**src/rtl/mpw_pkg.sv**
```systemverilog
package mpw_pkg;
    typedef enum logic [1:0] {
        PWR_ON    = 2'd0,
        PWR_DOZE  = 2'd1,
        PWR_SLEEP = 2'd2,
        PWR_OFF   = 2'd3
    } pwr_e;

    typedef enum logic {
        PH_SYNC = 1'b0,
        PH_ADDR = 1'b1
    } phase_e;
endpackage

```
**src/rtl/mpw_power_gate.sv**
```systemverilog
module mpw_power_gate
    import mpw_pkg::*;
(
    input  logic [1:0] pwr_state,
    input  logic       sw_enable,
    output logic       search_en,
    output logic       wf_arm
);
    always_comb begin
        search_en = 1'b0;
        wf_arm    = 1'b0;
        unique case (pwr_e'(pwr_state))
            PWR_ON:   search_en = sw_enable;
            PWR_DOZE: begin
                search_en = 1'b1;
                wf_arm    = 1'b1;
            end
            default:  search_en = 1'b0;
        endcase
    end
endmodule

```
**src/rtl/mpw_pattern_match.sv**
```systemverilog
module mpw_pattern_match
    import mpw_pkg::*;
#(
    parameter int HDR_BYTES  = 12,
    parameter int SYNC_LEN   = 6,
    parameter int ADDR_BYTES = 6,
    parameter int ADDR_REPS  = 16
) (
    input  logic                    clk,
    input  logic                    rst_n,
    input  logic                    search_en,
    input  logic                    rx_valid,
    input  logic                    rx_sof,
    input  logic                    rx_eof,
    input  logic                    rx_crc_ok,
    input  logic [7:0]              rx_data,
    input  logic [ADDR_BYTES*8-1:0] station_addr,
    output logic                    match_evt
);
    localparam int HW = $clog2(HDR_BYTES + 1);
    localparam int SW = $clog2(SYNC_LEN + 1);
    localparam int IW = $clog2(ADDR_BYTES);
    localparam int RW = $clog2(ADDR_REPS + 1);

    typedef struct packed {
        logic          in_frame;
        logic          found;
        phase_e        phase;
        logic [HW-1:0] hdr_cnt;
        logic [SW-1:0] sync_cnt;
        logic [IW-1:0] idx;
        logic [RW-1:0] rep;
    } st_t;

    st_t        s_q, s_d;
    logic [7:0] exp_byte;
    logic       is_ff;
    logic       prior_found;

    always_comb begin
        exp_byte    = station_addr[8*(ADDR_BYTES-1-int'(s_q.idx)) +: 8];
        is_ff       = (rx_data == 8'hFF);
        s_d         = s_q;
        match_evt   = 1'b0;
        prior_found = s_q.found && !rx_sof;
        if (rx_valid) begin
            if (rx_sof) begin
                s_d          = '0;
                s_d.in_frame = 1'b1;
            end
            if (s_d.in_frame) begin
                if (s_d.hdr_cnt != HW'(HDR_BYTES)) begin
                    s_d.hdr_cnt = s_d.hdr_cnt + 1'b1;
                end else if (!s_d.found) begin
                    if (s_d.phase == PH_SYNC) begin
                        if (!is_ff) begin
                            s_d.sync_cnt = '0;
                        end else if (s_d.sync_cnt == SW'(SYNC_LEN - 1)) begin
                            s_d.phase    = PH_ADDR;
                            s_d.sync_cnt = '0;
                            s_d.idx      = '0;
                            s_d.rep      = '0;
                        end else begin
                            s_d.sync_cnt = s_d.sync_cnt + 1'b1;
                        end
                    end else if (rx_data == exp_byte) begin
                        if (s_d.idx == IW'(ADDR_BYTES - 1)) begin
                            s_d.idx = '0;
                            if (s_d.rep == RW'(ADDR_REPS - 1)) begin
                                s_d.found = 1'b1;
                                s_d.phase = PH_SYNC;
                                s_d.rep   = '0;
                            end else begin
                                s_d.rep = s_d.rep + 1'b1;
                            end
                        end else begin
                            s_d.idx = s_d.idx + 1'b1;
                        end
                    end else if (is_ff && s_d.idx == '0 && s_d.rep == '0) begin
                        // extra sync byte before the first copy: keep waiting
                        s_d.phase = PH_ADDR;
                    end else begin
                        s_d.phase    = PH_SYNC;
                        s_d.idx      = '0;
                        s_d.rep      = '0;
                        s_d.sync_cnt = is_ff ? SW'(1) : '0;
                    end
                end
                if (rx_eof) begin
                    match_evt = prior_found && rx_crc_ok;
                    s_d       = '0;
                end
            end
        end
        if (!search_en) begin
            s_d       = '0;
            match_evt = 1'b0;
        end
    end

    always_ff @(posedge clk) begin
        if (!rst_n) s_q <= '0;
        else        s_q <= s_d;
    end
endmodule

```
**src/rtl/mpw_wake_status.sv**
```systemverilog
module mpw_wake_status (
    input  logic clk,
    input  logic rst_n,
    input  logic wake_evt,
    input  logic status_clr,
    output logic wake_pulse,
    output logic wake_status
);
    typedef struct packed {
        logic pulse;
        logic status;
    } ws_t;

    ws_t w_q, w_d;

    always_comb begin
        w_d.pulse  = wake_evt;
        w_d.status = wake_evt | (w_q.status & ~status_clr);
    end

    always_ff @(posedge clk) begin
        if (!rst_n) w_q <= '0;
        else        w_q <= w_d;
    end

    assign wake_pulse  = w_q.pulse;
    assign wake_status = w_q.status;
endmodule

```
**src/rtl/mp_wake_detect.sv**
```systemverilog
module mp_wake_detect
    import mpw_pkg::*;
#(
    parameter int HDR_BYTES  = 12,
    parameter int SYNC_LEN   = 6,
    parameter int ADDR_BYTES = 6,
    parameter int ADDR_REPS  = 16
) (
    input  logic                    clk,
    input  logic                    rst_n,
    input  logic                    rx_valid,
    input  logic                    rx_sof,
    input  logic                    rx_eof,
    input  logic                    rx_crc_ok,
    input  logic [7:0]              rx_data,
    input  logic [ADDR_BYTES*8-1:0] station_addr,
    input  logic [1:0]              pwr_state,
    input  logic                    sw_enable,
    input  logic                    status_clr,
    output logic                    wake_pulse,
    output logic                    wake_status,
    output logic                    wf_arm
);
    logic search_en;
    logic match_evt;

    mpw_power_gate u_gate (
        .pwr_state (pwr_state),
        .sw_enable (sw_enable),
        .search_en (search_en),
        .wf_arm    (wf_arm)
    );

    mpw_pattern_match #(
        .HDR_BYTES  (HDR_BYTES),
        .SYNC_LEN   (SYNC_LEN),
        .ADDR_BYTES (ADDR_BYTES),
        .ADDR_REPS  (ADDR_REPS)
    ) u_match (
        .clk          (clk),
        .rst_n        (rst_n),
        .search_en    (search_en),
        .rx_valid     (rx_valid),
        .rx_sof       (rx_sof),
        .rx_eof       (rx_eof),
        .rx_crc_ok    (rx_crc_ok),
        .rx_data      (rx_data),
        .station_addr (station_addr),
        .match_evt    (match_evt)
    );

    mpw_wake_status u_stat (
        .clk         (clk),
        .rst_n       (rst_n),
        .wake_evt    (match_evt),
        .status_clr  (status_clr),
        .wake_pulse  (wake_pulse),
        .wake_status (wake_status)
    );
endmodule

```
**config.mk**
```make
export PLATFORM = sky130hd
export DESIGN_NAME = mp_wake_detect
export DESIGN_NICKNAME = d
export VERILOG_FILES = /design/src/rtl/mpw_pkg.sv /design/src/rtl/mpw_power_gate.sv /design/src/rtl/mpw_pattern_match.sv /design/src/rtl/mpw_wake_status.sv /design/src/rtl/mp_wake_detect.sv
export SDC_FILE = /design/constraint.sdc
export NUM_CORES = 1
export LEC_CHECK = 0
export ABC_AREA = 0
export BUFFER_PORTS_ARGS = -buffer_cell sky130_fd_sc_hd__buf_2
export CAP_MARGIN = 25
export CORE_MARGIN = 2
export CORE_UTILIZATION = 54
export DETAILED_ROUTE_END_ITERATION = 8
export GPL_TIMING_DRIVEN = 0
export PLACE_DENSITY = 0.86
export REMOVE_ABC_BUFFERS = 1
export SYNTH_ARGS = -nofsm -noshare
export SYNTH_HDL_FRONTEND = slang
export SYNTH_SLANG_ARGS = --single-unit
```
**constraint.sdc**
```tcl
create_clock -name clk -period 4.7 [get_ports clk]
set_input_delay 0.94 -clock clk [delete_from_list [all_inputs] [get_ports clk]]
set_output_delay 0.94 -clock clk [all_outputs]
set_load 0.005 [all_outputs]
```
==> report_table.html <==
<table>
<tr><th>Metric</th><th>Value</th></tr>
<tr><th colspan="2">Clocking</th></tr>
<tr><td>Post-cts resize count</td><td>0</td></tr>
<tr><td>Number of clock buffers inserted by TritonCTS</td><td>3</td></tr>
<tr><td>CTS sink cnt</td><td>20</td></tr>
<tr><td>Clk slew on worst S/H paths</td><td>0.12 ns</td></tr>
<tr><td>Buffers from clock root to sink, at most</td><td>2</td></tr>
<tr><td>Setup bufs post-CTS</td><td>0</td></tr>
<tr><td>Root buffer cell</td><td>sky130_fd_sc_hd__clkbuf_4</td></tr>
<tr><td>Maximum level of the CTS H-tree</td><td>1</td></tr>
<tr><td>Hold buffers post-CTS</td><td>0</td></tr>
<tr><td>Clock tree from TritonCTS</td><td>done</td></tr>
<tr><td>Insertion delay of the later-clocked pin in the worst-skew pair</td><td>0.32 ns</td></tr>
<tr><th colspan="2">Timing</th></tr>
<tr><td>Final slew viol count</td><td>0</td></tr>
<tr><td>FMAX</td><td>281 MHz</td></tr>
<tr><td>Accumulated negative setup slack</td><td>0 ns</td></tr>
<tr><td>Unrepaired setup endpoints after global routing</td><td>false</td></tr>
<tr><td>Share of the cycle needed by the critical path after routing</td><td>0.757</td></tr>
<tr><td>PnR worst setup slack</td><td>1.14 ns</td></tr>
<tr><td>Post-layout minimum cycle time</td><td>3.56 ns</td></tr>
<tr><td>Hold violation count in the final report</td><td>0</td></tr>
<tr><td>Min Hold Slack</td><td>0.477 ns</td></tr>
<tr><td>Worst-Margin Slew</td><td>0.915 ns</td></tr>
<tr><td>Clock Skew</td><td>0.0107 ns</td></tr>
<tr><td>Headroom to the max-slew limit</td><td>0.387</td></tr>
<tr><td>Finish-stage setup viols</td><td>0</td></tr>
<tr><th colspan="2">Hold path</th></tr>
<tr><td>Class of the worst hold path</td><td>flop to flop</td></tr>
<tr><th colspan="2">Layout</th></tr>
<tr><td>Fraction of final layout cells with drive strength greater than 1</td><td>0.280</td></tr>
<tr><td>Layout overhead on the synthesized area</td><td>20.1%</td></tr>
<tr><td>Final nets</td><td>390</td></tr>
<tr><td>Area occupied by multi-input gates</td><td>0.00145 mm2</td></tr>
<tr><td>Final cell count without fillers</td><td>364</td></tr>
<tr><td>Fillcell total</td><td>317</td></tr>
<tr><td>Final antenna diode count</td><td>0</td></tr>
<tr><td>FF+latch area</td><td>400 um2</td></tr>
<tr><th colspan="2">Logic synthesis</th></tr>
<tr><td>Most frequent cell after synthesis</td><td>sky130_fd_sc_hd__nand2_1</td></tr>
<tr><td>Number of warnings printed during yosys synthesis</td><td>0</td></tr>
<tr><td>Most used flip-flop cell after synthesis</td><td>sky130_fd_sc_hd__dfxtp_1</td></tr>
<tr><td>Syn avg cell area</td><td>7.60 um2</td></tr>
<tr><td>Number of distinct library cell variants in the gate-level netlist after synthesis</td><td>52</td></tr>
<tr><td>Synthesized cell area</td><td>0.00195 mm2</td></tr>
<tr><td>Number of cells produced by synthesis</td><td>257</td></tr>
<tr><td>Synthesized flop and latch total</td><td>20</td></tr>
<tr><td>Sequential share of the synthesized area</td><td>0.205</td></tr>
<tr><td>Share of flip-flops with an asynchronous set or reset</td><td>0</td></tr>
<tr><td>Commonest cells in the netlist</td><td>26 x sky130_fd_sc_hd__nand2_1, 20 x sky130_fd_sc_hd__a21oi_1, 20 x sky130_fd_sc_hd__dfxtp_1</td></tr>
<tr><td>Cell types occupying the most area after synthesis</td><td>sky130_fd_sc_hd__dfxtp_1 20%, sky130_fd_sc_hd__mux2i_1 6.7%, sky130_fd_sc_hd__a21oi_1 5.1%</td></tr>
<tr><td>Post-synth EDFFs</td><td>0</td></tr>
<tr><td>Yosys top cell area share</td><td>0.205</td></tr>
<tr><td>Library cell occupying the most area in the post-synthesis netlist</td><td>sky130_fd_sc_hd__dfxtp_1</td></tr>
<tr><th colspan="2">Power</th></tr>
<tr><td>Leak</td><td>0.946 nW</td></tr>
<tr><td>Power per Cell Area</td><td>147 mW/mm2</td></tr>
<tr><td>Largest voltage drop on the vdd net</td><td>118 uV</td></tr>
<tr><th colspan="2">Die</th></tr>
<tr><td>Core region area</td><td>0.00342 mm2</td></tr>
<tr><td>Count of pins on the block boundary</td><td>69</td></tr>
<tr><td>Die Span X</td><td>64.2 um</td></tr>
<tr><td>Initial Util</td><td>0.572</td></tr>
<tr><td>Area of the die</td><td>0.00412 mm2</td></tr>
<tr><td>Total number of placement rows</td><td>21</td></tr>
<tr><td>Y dimension of the die</td><td>64.2 um</td></tr>
<tr><th colspan="2">Placement</th></tr>
<tr><td>Sum of net half-perimeters after detailed placement</td><td>4020 um</td></tr>
<tr><td>Final Wtd Congestion</td><td>0.851</td></tr>
<tr><td>Place WS</td><td>0.785 ns</td></tr>
<tr><td>Quantity of I/O buffers inserted on ports</td><td>68</td></tr>
<tr><td>Post-placement cell count</td><td>359</td></tr>
<tr><th colspan="2">Worst setup path</th></tr>
<tr><td>Worst path required time</td><td>4.94 ns</td></tr>
<tr><td>Arrival time worst endpoint</td><td>3.80 ns</td></tr>
<tr><td>Crit-path max FO</td><td>19</td></tr>
<tr><td>Worst setup path class</td><td>flop to flop</td></tr>
<tr><td>Kind of capture point of the worst setup path</td><td>flop</td></tr>
<tr><td>Critical Path Start Type</td><td>flop</td></tr>
<tr><th colspan="2">Global routing</th></tr>
<tr><td>Via count of the first global-routing pass</td><td>2,022</td></tr>
<tr><td>Initial antenna violation count</td><td>0</td></tr>
<tr><td>First-pass GRT wire length</td><td>8580 um</td></tr>
<tr><td>Total global-route track usage</td><td>0.258</td></tr>
<tr><td>Congestion Overflow GR</td><td>0</td></tr>
<tr><td>Largest net degree at the start of global routing</td><td>30</td></tr>
<tr><th colspan="2">Routing</th></tr>
<tr><td>Routed vias/inst</td><td>6.07</td></tr>
<tr><td>DRT Wirelength</td><td>5150 um</td></tr>
<tr><td>Antenna viol nets, final</td><td>0</td></tr>
<tr><td>Routed wire length per instance</td><td>14.2 um</td></tr>
<tr><td>Number of DRC violations after detailed routing</td><td>0</td></tr>
<tr><td>Initial DRC Count</td><td>133</td></tr>
<tr><td>Via count</td><td>2,209</td></tr>
<tr><td>Length of the first detailed-routing pass in iterations</td><td>5</td></tr>
<tr><th colspan="2">Run status</th></tr>
<tr><td>Outcome</td><td>finished clean</td></tr>
<tr><th colspan="2">Job</th></tr>
<tr><td>Max-cap violations</td><td>0</td></tr>
</table>
## worst max-delay path: stages (launching register included)
cell                       delay (ns)
sky130_fd_sc_hd__dfxtp_1         0.43
sky130_fd_sc_hd__buf_16          0.21
sky130_fd_sc_hd__ha_1            0.33
sky130_fd_sc_hd__nor3b_1         0.50
sky130_fd_sc_hd__a222oi_1        0.23
sky130_fd_sc_hd__xnor2_1         0.18
sky130_fd_sc_hd__nor4_2          0.28
sky130_fd_sc_hd__nand4_1         0.50
sky130_fd_sc_hd__nor3_1          0.42
sky130_fd_sc_hd__a22oi_1         0.16
sky130_fd_sc_hd__a221oi_2        0.23
## registers in the layout (all words and copies together), names as in the netlist
name and cells:
u_match.s_q 18, u_stat.wake_pulse 1, u_stat.wake_status 1
## worst paths after layout
path                            endpoint  cells after the start  slack (ns)                        start
min reg2reg  u_match.s_q[4]$_SDFFE_PN0P_                      2        0.48  u_match.s_q[4]$_SDFFE_PN0P_
min          u_match.s_q[4]$_SDFFE_PN0P_                      2        0.48  u_match.s_q[4]$_SDFFE_PN0P_
max reg2reg  u_match.s_q[7]$_SDFFE_PN0P_                     10        1.14  u_match.s_q[6]$_SDFFE_PN0P_
max          u_match.s_q[7]$_SDFFE_PN0P_                     10        1.14  u_match.s_q[6]$_SDFFE_PN0P_
## metal layers
layer / track usage / up-vias / part of all wire
met5: 0 / - / 0
met2: 0.443 / 57 / 0.49
met1: 0.329 / 1052 / 0.44
met4: 0.0638 / 0 / 0.012
met3: 0.0528 / 11 / 0.055
li1: - / 1089 / -
## per-stage QoR
stage	power [mW]	instance area (um2)	util
final	0.345	2350	0.687
after global routing	0.359	2350	0.687
after CTS	0.346	2320	0.679
after detailed placement	0.244	2280	0.668
after global placement	0.243	2280	0.668
after floorplan	0.205	1890	-
## report_power, final
group | total [mW] | switching (mW) | internal (mW) | leakage (nW)
Clock | 0.104 | 0.0561 | 0.0475 | 0.0210
Sequential | 0.170 | 0.000517 | 0.170 | 0.161
Combinational | 0.0707 | 0.0333 | 0.0374 | 0.764
Total | 0.345 | 0.0899 | 0.255 | 0.946
## kinds of logic after synthesis
| logic type | Yosys count | synth area share |
|---|---|---|
| adder cells (fa/ha/maj) | 5 | 0.0320 |
| buffers and inverters | 22 | 0.0544 |
| multiplexers | 29 | 0.165 |
| flip-flops | 20 | 0.205 |
| AND/OR/NAND/NOR | 108 | 0.286 |
| AO/OA/AOI/OAI | 66 | 0.227 |
| XOR/XNOR | 7 | 0.0314 |
## placed cells by master, fill, tap and decap left out, types with 2 or more instances in the layout
| cell | netlist | routed |
|---|---|---|
| sky130_fd_sc_hd__a211oi_1 | 3 | 3 |
| sky130_fd_sc_hd__a21oi_1 | 20 | 20 |
| sky130_fd_sc_hd__a222oi_1 | 4 | 4 |
| sky130_fd_sc_hd__a22oi_1 | 2 | 2 |
| sky130_fd_sc_hd__a31oi_1 | 4 | 4 |
| sky130_fd_sc_hd__and3_1 | 6 | 6 |
| sky130_fd_sc_hd__buf_2 | 1 | 68 |
| sky130_fd_sc_hd__clkbuf_4 | 0 | 3 |
| sky130_fd_sc_hd__dfxtp_1 | 20 | 20 |
| sky130_fd_sc_hd__ha_1 | 5 | 5 |
| sky130_fd_sc_hd__inv_1 | 10 | 10 |
| sky130_fd_sc_hd__mux2_1 | 5 | 5 |
| sky130_fd_sc_hd__mux2_2 | 8 | 8 |
| sky130_fd_sc_hd__mux2_4 | 3 | 3 |
| sky130_fd_sc_hd__mux2i_1 | 13 | 13 |
| sky130_fd_sc_hd__nand2_1 | 26 | 26 |
| sky130_fd_sc_hd__nand2b_1 | 9 | 9 |
| sky130_fd_sc_hd__nand3_1 | 12 | 12 |
| sky130_fd_sc_hd__nand4_1 | 8 | 8 |
| sky130_fd_sc_hd__nor2_1 | 18 | 18 |
| sky130_fd_sc_hd__nor2b_1 | 5 | 5 |
| sky130_fd_sc_hd__nor3_1 | 10 | 10 |
| sky130_fd_sc_hd__nor3b_1 | 2 | 2 |
| sky130_fd_sc_hd__o211ai_1 | 4 | 4 |
| sky130_fd_sc_hd__o21ai_0 | 13 | 13 |
| sky130_fd_sc_hd__o21ai_1 | 2 | 2 |
| sky130_fd_sc_hd__o22a_1 | 2 | 2 |
| sky130_fd_sc_hd__o22ai_1 | 2 | 2 |
| sky130_fd_sc_hd__or3_1 | 3 | 3 |
| sky130_fd_sc_hd__xnor2_1 | 4 | 4 |
| sky130_fd_sc_hd__xor2_1 | 3 | 3 |
## cell type report
cell class	count	share of cell area
multi-input cells	215	0.617
repair buffers	69	0.157
inverters	10	0.0160
well taps	46	0.0245
clock buffers	4	0.0155
flip-flops and latches	20	0.171
Note: power is estimated with default switching activity, not from simulation.
